$ cat src/rtl/wsf_pkg.sv
package wsf_pkg;

  typedef enum logic [2:0] {
    BK_IRQ,
    BK_NMI,
    BK_MRES,
    BK_HOLD,
    BK_RSVD
  } bit_kind_e;

  // Role of bit idx in a register of reg_w bits with irq_n interrupt flags.
  function automatic bit_kind_e kind_of(input int idx, input int reg_w, input int irq_n);
    if (idx == reg_w - 1) return BK_HOLD;
    if (idx < irq_n) return BK_IRQ;
    if (idx == irq_n) return BK_NMI;
    if (idx == irq_n + 1) return BK_MRES;
    return BK_RSVD;
  endfunction

endpackage

$ cat src/rtl/wsf_wake_sampler.sv
module wsf_wake_sampler
  import wsf_pkg::*;
#(
  parameter int REG_W = 16,
  parameter int IRQ_N = 8
) (
  input  logic             sleep_active,
  input  logic             sleep_enter,
  input  logic [IRQ_N-1:0] irq_wake,
  input  logic             nmi_wake,
  input  logic             mres_wake,
  output logic [REG_W-1:0] set_vec
);

  // Wake events count only during deep sleep; the hold bit arms on entry.
  for (genvar i = 0; i < REG_W; i++) begin : g_bit
    localparam bit_kind_e K = kind_of(i, REG_W, IRQ_N);
    if (K == BK_IRQ) begin : g_irq
      assign set_vec[i] = sleep_active & irq_wake[i];
    end else if (K == BK_NMI) begin : g_nmi
      assign set_vec[i] = sleep_active & nmi_wake;
    end else if (K == BK_MRES) begin : g_mres
      assign set_vec[i] = sleep_active & mres_wake;
    end else if (K == BK_HOLD) begin : g_hold
      assign set_vec[i] = sleep_enter;
    end else begin : g_rsvd
      assign set_vec[i] = 1'b0;
    end
  end

endmodule

$ cat src/rtl/wsf_bit_cell.sv
module wsf_bit_cell (
  input  logic clk,
  input  logic por,
  input  logic set_i,
  input  logic rd_strobe,
  input  logic wr_strobe,
  input  logic wr_bit,
  output logic flag_o
);

  logic flag_q;
  logic arm_q;
  logic clr_req;

  // A clear needs an earlier read that saw 1 and a write that carries 0.
  assign clr_req = wr_strobe & arm_q & ~wr_bit;

  always_ff @(posedge clk) begin
    if (por) begin
      flag_q <= 1'b0;
      arm_q  <= 1'b0;
    end else begin
      if (set_i)        flag_q <= 1'b1;
      else if (clr_req) flag_q <= 1'b0;

      if (wr_strobe)                arm_q <= 1'b0;
      else if (rd_strobe && flag_q) arm_q <= 1'b1;
    end
  end

  assign flag_o = flag_q;

  AST_SET_STICKS: assert property (@(posedge clk) disable iff (por)
    set_i |=> flag_q);

  AST_SET_BEATS_CLEAR: assert property (@(posedge clk) disable iff (por)
    (set_i && wr_strobe && !wr_bit) |=> flag_q);

  AST_CLEAR_NEEDS_ARM: assert property (@(posedge clk) disable iff (por)
    $fell(flag_q) |-> ($past(arm_q) && $past(wr_strobe) && !$past(wr_bit)));

  AST_WRITE_DISARMS: assert property (@(posedge clk) disable iff (por)
    wr_strobe |=> !arm_q);

endmodule

$ cat src/rtl/wsf_read_port.sv
module wsf_read_port #(
  parameter int REG_W = 16
) (
  input  logic             clk,
  input  logic             por,
  input  logic             sys_rst,
  input  logic             rd_en,
  input  logic [REG_W-1:0] value,
  output logic [REG_W-1:0] rd_data
);

  always_ff @(posedge clk) begin
    if (por || sys_rst) rd_data <= '0;
    else if (rd_en)     rd_data <= value;
  end

  AST_RD_HOLDS: assert property (@(posedge clk) disable iff (por || sys_rst)
    (!$past(rd_en) && !$past(sys_rst) && !$past(por)) |-> $stable(rd_data));

endmodule

$ cat src/rtl/wake_src_flag_reg.sv
module wake_src_flag_reg
  import wsf_pkg::*;
#(
  parameter int REG_W = 16,
  parameter int IRQ_N = 8
) (
  input  logic             clk,
  input  logic             por,
  input  logic             sys_rst,
  input  logic             sleep_active,
  input  logic             sleep_enter,
  input  logic [IRQ_N-1:0] irq_wake,
  input  logic             nmi_wake,
  input  logic             mres_wake,
  input  logic             rd_en,
  input  logic             wr_en,
  input  logic [REG_W-1:0] wr_data,
  output logic [REG_W-1:0] rd_data,
  output logic             pin_hold
);

  localparam int EV_W = IRQ_N + 2;

  logic [REG_W-1:0] set_vec;
  logic [REG_W-1:0] value;

  wsf_wake_sampler #(.REG_W(REG_W), .IRQ_N(IRQ_N)) u_sampler (
    .sleep_active (sleep_active),
    .sleep_enter  (sleep_enter),
    .irq_wake     (irq_wake),
    .nmi_wake     (nmi_wake),
    .mres_wake    (mres_wake),
    .set_vec      (set_vec)
  );

  for (genvar i = 0; i < REG_W; i++) begin : g_reg
    localparam bit_kind_e K = kind_of(i, REG_W, IRQ_N);
    if (K == BK_RSVD) begin : g_rsvd
      logic rsvd_unused;
      assign rsvd_unused = set_vec[i] ^ wr_data[i];
      assign value[i]    = 1'b0;
    end else begin : g_live
      wsf_bit_cell u_cell (
        .clk       (clk),
        .por       (por),
        .set_i     (set_vec[i]),
        .rd_strobe (rd_en),
        .wr_strobe (wr_en),
        .wr_bit    (wr_data[i]),
        .flag_o    (value[i])
      );
    end
  end

  wsf_read_port #(.REG_W(REG_W)) u_rd (
    .clk     (clk),
    .por     (por),
    .sys_rst (sys_rst),
    .rd_en   (rd_en),
    .value   (value),
    .rd_data (rd_data)
  );

  assign pin_hold = value[REG_W-1];

  logic [EV_W-1:0] ev_bits;
  assign ev_bits = value[EV_W-1:0];

  AST_POR_CLEARS: assert property (@(posedge clk)
    por |=> (value == '0));

  AST_WAKE_ONLY_ASLEEP: assert property (@(posedge clk) disable iff (por)
    ((ev_bits & ~$past(ev_bits)) != '0) |-> $past(sleep_active));

  AST_ENTRY_HOLDS_PINS: assert property (@(posedge clk) disable iff (por)
    sleep_enter |=> pin_hold);

  AST_SYSRST_KEEPS: assert property (@(posedge clk) disable iff (por)
    (sys_rst && !rd_en && !wr_en && !sleep_enter && !sleep_active) |=> $stable(value));

endmodule

$ cat config.mk
export PLATFORM = sky130hd
export DESIGN_NAME = wake_src_flag_reg
export DESIGN_NICKNAME = d
export VERILOG_FILES = /design/src/rtl/wsf_pkg.sv /design/src/rtl/wsf_wake_sampler.sv /design/src/rtl/wsf_bit_cell.sv /design/src/rtl/wsf_read_port.sv /design/src/rtl/wake_src_flag_reg.sv
export SDC_FILE = /design/constraint.sdc
export NUM_CORES = 1
export LEC_CHECK = 0
export BUFFER_PORTS_ARGS = -buffer_cell sky130_fd_sc_hd__buf_2
export CAP_MARGIN = 20
export CELL_PAD_IN_SITES_DETAIL_PLACEMENT = 0
export CELL_PAD_IN_SITES_GLOBAL_PLACEMENT = 1
export CORE_UTILIZATION = 34
export CTS_CLUSTER_DIAMETER = 80
export DETAILED_ROUTE_END_ITERATION = 12
export PLACE_DENSITY_LB_ADDON = 0.1
export SLEW_MARGIN = 40
export SYNTH_ARGS = -nofsm -noshare
export SYNTH_HDL_FRONTEND = slang
export SYNTH_SLANG_ARGS = --single-unit
export TNS_END_PERCENT = 100
$ cat constraint.sdc
create_clock -name clk -period 1 [get_ports clk]
set_input_delay 0.2 -clock clk [delete_from_list [all_inputs] [get_ports clk]]
set_output_delay 0.2 -clock clk [all_outputs]
set_load 0.005 [all_outputs]
## Yosys cells after proc, flatten, opt, wreduce, memory -nomap -nowiden

Cells that the tools add are included.

- Word-level logic and storage cells: 112
- Output and inout bits: 17
- Input bits: 33
- Register bits after elaboration: 33

- Mux-type cells: 22
- Bitwise logic cells: 43
- Reduce and logical (&&, ||, !) cells: 24

Operators with widths:

| cell | count |
|---|---|
| $and 1x1->1 | 32 |
| $mux 1 | 22 |
| $reduce_bool 2->1 | 11 |
| $logic_and 1x1->1 | 11 |
| $not 1->1 | 11 |
| $reduce_or 2->1 | 1 |
| $logic_or 1x1->1 | 1 |

## Logic depth before layout (Yosys ltp)

Gate-level depths: netlist of the first run.

- Depth after elaboration: 4
- Gate-level depth with buffers: 4

## By module

A second synthesis of the first run with hierarchy kept.

- Cell total of the unflattened synthesis: 148
- Area, all modules: 1,536.5 µm²

Modules (own cells, without submodules):

| module | seq. area each (µm²) | area an instance (µm²) | times used | cells each |
|---|---|---|---|---|
| wsf_bit_cell | 40.0 | 76.3 | 11 | 7 |
| wsf_read_port | 320.3 | 581.8 | 1 | 53 |
| wsf_wake_sampler | 0.0 | 111.4 | 1 | 17 |
| wake_src_flag_reg | 0.0 | 3.8 | 1 | 1 |

## Least setup slack after synthesis of the first run

OpenSTA, ideal clock, no wires.

- Path kind: input to register
- From: input rd_en
- To: register u_rd.rd_data[0]
- Arrival: 0.674 ns
- Stages: 4
- Setup time: 0.114 ns
- Slack: 0.211 ns
- Buffers on the path: 2
- Path through: buf_4 > buf_6 > mux2i_1 > nor2_1

RTL lines:

| what | RTL line | source |
|---|---|---|
| from (decl) | wake_src_flag_reg.sv:15 | `input logic rd_en,` |
| to (signal assigned) | wsf_read_port.sv:14 | `else if (rd_en) rd_data <= value;` |
| to (decl) | wsf_read_port.sv:9 | `output logic [REG_W-1:0] rd_data` |

## Worst setup path in the final report of the first run

- From: register g_reg[15].g_live.u_cell.flag_q
- To: output pin_hold

RTL lines:

| what | RTL line | source |
|---|---|---|
| from (decl) | wsf_bit_cell.sv:11 | `logic flag_q;` |
| from (signal assigned) | wsf_bit_cell.sv:20 | `flag_q <= 1'b0;` |
| from (signal assigned) | wsf_bit_cell.sv:23 | `if (set_i) flag_q <= 1'b1;` |
| from (signal assigned) | wsf_bit_cell.sv:24 | `else if (clr_req) flag_q <= 1'b0;` |
| to (decl) | wake_src_flag_reg.sv:19 | `output logic pin_hold` |

No word-level cell between the ends.

==> key figures, run 1 <==
Worst setup path
  • FF-to-FF setup slack: ~0.25 ns
  • Worst setup endpoint: pin_hold
  • Worst setup SP type: flop
  • Crit path from: g_reg[15].g_live.u_cell.flag_o
  • Max FO, Critical Path: 4
  • Worst r2r path cells: 2
  • Critical Path End Type: output port
  • Max stage delay on crit path: around 0.35 ns
  • Worst reg2reg path endpoint: g_reg[15].g_live.u_cell.flag_o
  • Crit-path cells: buf_2
  • Top cell family by delay on the critical path: flip-flops
  • Critical path class: reg2out
  • WP data arrival: ~0.74 ns
  • Worst EP required: 0.80 ns
  • Worst path bufs/invs: 1
  • Reg2reg start: g_reg[15].g_live.u_cell.arm_q
  • Worst path depth: 1
  • CP max stage cell: dfxtp_2

Detailed routing
  • Drt first-iter violations: 30
  • First-pass iteration count of the detailed router: 8
  • Residual DRC count: 1
  • Vias per cell: approximately 4.6
  • DRT Wirelength: about 2.7 mm
  • DR vias: approximately 1000
  • Drt wl/cell: approximately 12 µm
  • Antenna-violating nets left: 0

Placed design
  • Placed cell area: about 0.0015 mm²
  • Post-DP HPWL: between 1.5 and 2 mm
  • Routability cong.: approximately 0.75
  • Port bufs: 39

Final layout
  • Most frequent cells in the layout: buf_2, dfxtp_1, nor2_1
  • Syn-to-layout area delta: 23.5%
  • Antenna fix cells: 0
  • Final instance area: around 0.0016 mm²
  • Most common cell after layout, fill and taps aside: buf_2
  • Layout cells sized above 1: between 20% and 30%
  • NumNets Final: 210
  • Fill cells: slightly below 400

Logic synthesis
  • Syn. warnings: 0
  • FF+latch count, synth: 33
  • Post-synthesis sequential area ratio: around half
  • Yosys top cell area share: between 50% and 60%
  • Post-synth cell types: 19
  • Synth area leader: dfxtp_1
  • Ranking of synthesized cells by area: dfxtp_1, mux2i_1, and3b_1
  • Mapped Cells: 137
  • Post-Syn Area per Cell: 9.48 µm²
  • Synth Cell Area: ~0.0013 mm²

Timing
  • Min Hold Slack: 0.149 ns
  • Slew Viols, Final: 0
  • Fin. Hold Viols: 0
  • Post-layout minimum cycle time: ~0.94 ns
  • Post-Route Setup TNS: 0 ns
  • RSZ-0062 raised after global routing: no
  • Final worst-path cycle share: between 90 and 100%
  • Clock skew: about 0.0026 ns
  • Setup Viol. Count Final: 0
  • Fmax: between 1 and 1.5 GHz

Floorplan
  • Placeable Area: between 0.003 and 0.004 mm²
  • Die H: about 64 µm
  • IO Count: 50
  • Die area: between 0.004 and 0.005 mm²
  • Row count: 22
  • Die width: between 60 and 70 µm
  • Initial Util: a little over a third

Global routing
  • Largest net degree at the start of global routing: 23
  • GRT Total Usage: between 10% and 20%
  • Grt total ovfl: 0
  • Initial antenna violation count: 0
  • First-pass GRT wire length: about 4.5 mm
  • Vias in the first global route: between 900 and 1000

CTS
  • Num CTS Buffers: 5
  • Htree depth: 2
  • Worst skew pair latency: approximately 0.28 ns
  • CTS tree: yes
  • CTS root buf: clkbuf_8
  • Clock sink count: 33
  • Clock-pin slew on the worst setup and hold paths: 0.06 ns
  • Max Buffers Root-to-Sink: 2
  • Number of hold buffers added after cts: 0

Power
  • Maximum VDD drop: around 910 µV
  • Pwr Density: 1660 mW/mm²
  • Leakage: roughly 0.00076 µW
  • Pwr Total: roughly 2700 µW

Job
  • Max Cap Violations: 0

Run status
  • Status: complete, but fails checks
  • Violated checks: design-rule violations

Hold path
  • Worst hold-check path type: in2reg
worst min-delay path by stage:
stage                      from                       endpoint  cells after the start
CTS                 irq_wake[2]  g_reg[2].g_live.u_cell.flag_o                      3
detailed placement  irq_wake[2]  g_reg[2].g_live.u_cell.flag_o                      3
global placement    irq_wake[0]  g_reg[0].g_live.u_cell.flag_o                      3
finish              irq_wake[2]  g_reg[2].g_live.u_cell.flag_o                      3
floorplan           irq_wake[0]  g_reg[0].g_live.u_cell.flag_o                      2
global route        irq_wake[7]  g_reg[7].g_live.u_cell.flag_o                      3
worst register-to-register path, stage by stage, from the launching register on:
cell	delay, ns
dfxtp_1	0.33
nor4bb_1	0.23
nor3_1	0.08
kinds of logic (layout without fill, tap and decap cells):
| logic type | Yosys count | in the layout | share of synthesized area [%] |
|---|---|---|---|
| flip-flops | 33 | 33 | 50.9 |
| buffers and inverters | 14 | 50 | 7.32 |
| multiplexers | 11 | 11 | 8.48 |
| AND/OR/NAND/NOR | 57 | 57 | 24.4 |
| AO/OA/AOI/OAI | 21 | 21 | 8.67 |
| other | 1 | 5 | 0.289 |
power by group:
part / internal [µW] / switching, µW
clock: 546 / 460
combinational: 130 / 123
sequential: 1370 / 37.7
area by class of cell:
| class | count | area (µm²) | area share, % |
|---|---|---|---|
| multi-input cells | 94 | 558 | 34.8 |
| repair buffers | 43 | 238 | 14.8 |
| well taps | 48 | 60.1 | 3.74 |
| flip-flops and latches | 33 | 662 | 41.3 |
| clock buffers | 7 | 86.3 | 5.38 |
through the flow:
stage | util (%) | setup WS [ns] | instances
final | 43.8 | 0.0620 | 225
after global placement | 41.4 | 0.0431 | 218
after CTS | 43.8 | 0.00538 | 225
after detailed placement | 41.4 | 0.0323 | 218
after global routing | 43.8 | 0.0190 | 225
after floorplan | - | 0.211 | 141
sequential cells by signal, indices dropped and copies added, names as in the netlist:
register	cells
g.g_live.u_cell.flag_o	11
u_rd.rd_data	11
g.g_live.u_cell.arm_q	11
layer usage:
| metal | vias up | track usage, % | part of all wire [%] |
|---|---|---|---|
| met3 | 6 | 5.71 | 5.9 |
| met1 | 480 | 17.4 | 46 |
| li1 | 528 | - | - |
| met4 | 0 | 7.67 | 1.9 |
| met5 | - | 0 | 0 |
| met2 | 29 | 24.2 | 46 |
Yosys cell counts:
cell,number
o21ai_1,4
buf_6,2
o22ai_1,6
buf_4,6
nand2b_1,10
conb_1,1
nand3b_1,4
mux2i_1,11
nor3_1,1
or2_1,2
clkbuf_1,2
nand2_1,6
a21oi_1,11
clkbuf_2,1
nor4bb_1,1
and3b_1,10
nor2_1,23
dfxtp_1,33
buf_2,3
timing repair:
action	4_1_cts	5_1_grt
setup buffers	0	0
gates resized for setup	0	1
endpoints found under the setup margin	0	1
Power figures use the tool's default switching activity.
==> run 2, diff against run 1 <==
Settings changed: ABC_AREA from default to 1, CORE_MARGIN from default to 3, CORE_UTILIZATION 34 to 33.
==> key figures, run 2 <==
Run status
  • Status: complete, no violations

Logic synthesis
  • Post-synth top cells: nand2_1, dfxtp_1, inv_1
  • Top FF cell, synth: dfxtp_1
  • Mapped Cells: 170 (+24%)
  • Post-synth EDFFs: 0 (unchanged)
  • Synth area leader: dfxtp_1
  • Post-Syn Area per Cell: 7.68 µm² (-19%)
  • Yosys top cell area share: 50.6% (-0.29 points)
  • Synth Cell Area: 0.00131 mm² (+0.58%)
  • Syn. warnings: 0 (unchanged)
  • Ranking of synthesized cells by area: dfxtp_1, nand2_1, inv_1
  • Ys async rst share: 0% (unchanged)
  • Most frequent cell after synthesis: nand2_1
  • Post-synth cell types: 14 (-5)
  • FF+latch count, synth: 33 (unchanged)
  • Post-synthesis sequential area ratio: 50.6% (-0.29 points)

Power
  • Clock share of power: 36.4% (-1.3 points)
  • Cell-internal power: 1970 µW (-4.0%)
  • Logic pwr share: 9.6% (about the same)
  • Pwr Total: 2570 µW (-3.7%)
  • Leakage: 0.000907 µW (+20%)
  • Sw Ratio: 23.5% (+0.26 points)
  • Switch Pwr: 605 µW (-2.6%)
  • Maximum VDD drop: 798 µV (-12%)
  • Sequential Power Share: 54.0% (+1.1 points)
  • Pwr Density: 1570 mW/mm² (-5.5%)

Worst setup path
  • Reg2reg start: g_reg[15].g_live.u_cell.flag_o
  • Critical path class: reg2out
  • CP max stage cell: dfxtp_1
  • Critical Path End Type: output port
  • Max stage delay on crit path: 0.35 ns (about the same)
  • Worst path bufs/invs: 1 (unchanged)
  • Top cell family by delay on the critical path: flip-flops
  • Worst setup SP type: flop
  • Crit-path cells: buf_2
  • Crit path from: g_reg[15].g_live.u_cell.flag_o
  • Worst EP required: 0.80 ns (about the same)
  • WP data arrival: 0.75 ns (about the same)
  • Max FO, Critical Path: 3 (-1)

Timing
  • Slew Viols, Final: 0 (unchanged)
  • Setup Viol. Count Final: 0 (unchanged)
  • Fmax: 1.05 GHz (-1.4%)
  • Fin. Hold Viols: 0 (unchanged)
  • Final worst-path cycle share: 95.1% (+1.3 points)
  • RSZ-0062 raised after global routing: no
  • Clock skew: 0.00394 ns (+0.00131 ns)
  • Min Hold Slack: 0.160 ns (+0.0109 ns)
  • Post-layout minimum cycle time: 0.951 ns (+0.0131 ns)
  • Post-Route Setup TNS: 0 ns (unchanged)

Global routing
  • Grt total ovfl: 0 (unchanged)
  • GRT Total Usage: 14.6% (-0.52 points)
  • Vias in the first global route: 1076 (+17%)
  • First-pass GRT wire length: 4.92 mm (+9.8%)
  • Initial antenna violation count: 0 (unchanged)
  • Largest net degree at the start of global routing: 13 (-43%)

Floorplan
  • Die H: 68.9 µm (+8.0%)
  • Placeable Area: 0.00374 mm² (+2.3%)
  • Initial Util: 34.9% (-0.58 points)
  • Die area: 0.00475 mm² (+17%)
  • IO Count: 50 (unchanged)
  • Die width: 68.9 µm (+8.0%)
  • Row count: 22 (unchanged)

Detailed routing
  • Drt first-iter violations: 43 (+43%)
  • Residual DRC count: 0 (-1)
  • Drt wl/cell: 11.4 µm (-5.9%)
  • First-pass iteration count of the detailed router: 4 (-4)
  • DRT Wirelength: 3.03 mm (+11%)
  • DR vias: 1145 (+9.8%)
  • Antenna-violating nets left: 0 (unchanged)
  • Vias per cell: 4.32 (-6.8%)

CTS
  • Worst skew pair latency: 0.28 ns (about the same)
  • Num CTS Buffers: 5 (unchanged)
  • Postcts setup bufs: 0 (unchanged)
  • Clock sink count: 33 (unchanged)
  • Clock-pin slew on the worst setup and hold paths: 0.06 ns (about the same)
  • Htree depth: 2 (unchanged)
  • Number of hold buffers added after cts: 0 (unchanged)
  • Max Buffers Root-to-Sink: 2 (unchanged)
  • Resized Gates After CTS: 0 (unchanged)
  • CTS root buf: clkbuf_8
  • CTS tree: yes

Final layout
  • Non-Filler Instances: 265 (+18%)
  • Fill cells: 425 (+8.4%)
  • Most frequent cells in the layout: nand2_1, buf_2, inv_1, dfxtp_1, a21oi_1
  • Layout cells sized above 1: 29.5% (+1.2 points)
  • NumNets Final: 249 (+19%)
  • Sequential Area: 661 µm² (-0.19%)
  • Syn-to-layout area delta: 25.2%
  • Area of the multi-input gates: 448 µm² (-20%)
  • Most common cell after layout, fill and taps aside: nand2_1
  • Antenna fix cells: 0 (unchanged)

Hold path
  • Worst hold-check path type: in2reg
  • Min-delay src: sleep_enter

Job
  • Max Cap Violations: 0 (unchanged)

Placed design
  • Routability cong.: 0.749 (-0.62%)
  • Port bufs: 39 (unchanged)
  • Placed cells: 257 (+18%)
  • Post-DP HPWL: 2.22 mm (+21%)
-- run 2: cells by family after synthesis --
| logic type | synth area share (%) |
|---|---|
| DFF | 50.6 |
| AOI/OAI and AO/OA | 15.5 |
| other | 0.287 |
| buffers and inverters | 16.3 |
| and+or+nand+nor | 17.3 |
-- run 2: routing by layer --
layer	routed length, µm	vias up	global-route usage (%)
li1	-	596	-
met2	1460	36	23.6
met3	215	6	5.19
met1	1320	507	17.3
met5	0	-	0
met4	37	0	6.33
-- run 2: stage by stage --
| step | util, % | instance area (µm²) | setup WS (ns) |
|---|---|---|---|
| after CTS | 43.7 | 1640 | 0.0439 |
| final | 43.7 | 1640 | 0.0489 |
| after global routing | 43.7 | 1640 | 0.00891 |
| after global placement | 41.5 | 1560 | 0.0574 |
| after floorplan | - | 1320 | 0.268 |
| after detailed placement | 41.5 | 1560 | 0.0483 |
-- run 2: path summary, 6_finish.rpt --
kind	to	slack [ns]	cells past startpoint
worst max-delay path	pin_hold	0.05	1
worst min-delay path	g_reg[15].g_live.u_cell.flag_o	0.16	3
worst max register to register	g_reg[15].g_live.u_cell.arm_q	0.27	4
worst min register to register	g_reg[4].g_live.u_cell.flag_o	0.46	2
-- run 2: layout make-up --
type	instances	area share, %
Sequential cell	33	40.4
Multi-Input combinational cell	94	27.4
Timing Repair Buffer	47	15.6
Inverter	35	8.03
Clock buffer	8	4.90
Tap cell	48	3.67
-- run 2: power by group through the flow --
stage                     Sequential (µW)  Clock, µW  Combinational [µW]
after CTS                            1390        992                 252
final                                1390        936                 247
after global placement               1420          0                 246
after floorplan                      1410          0                 150
after detailed placement             1420          0                 251
after global routing                 1390       1050                 284
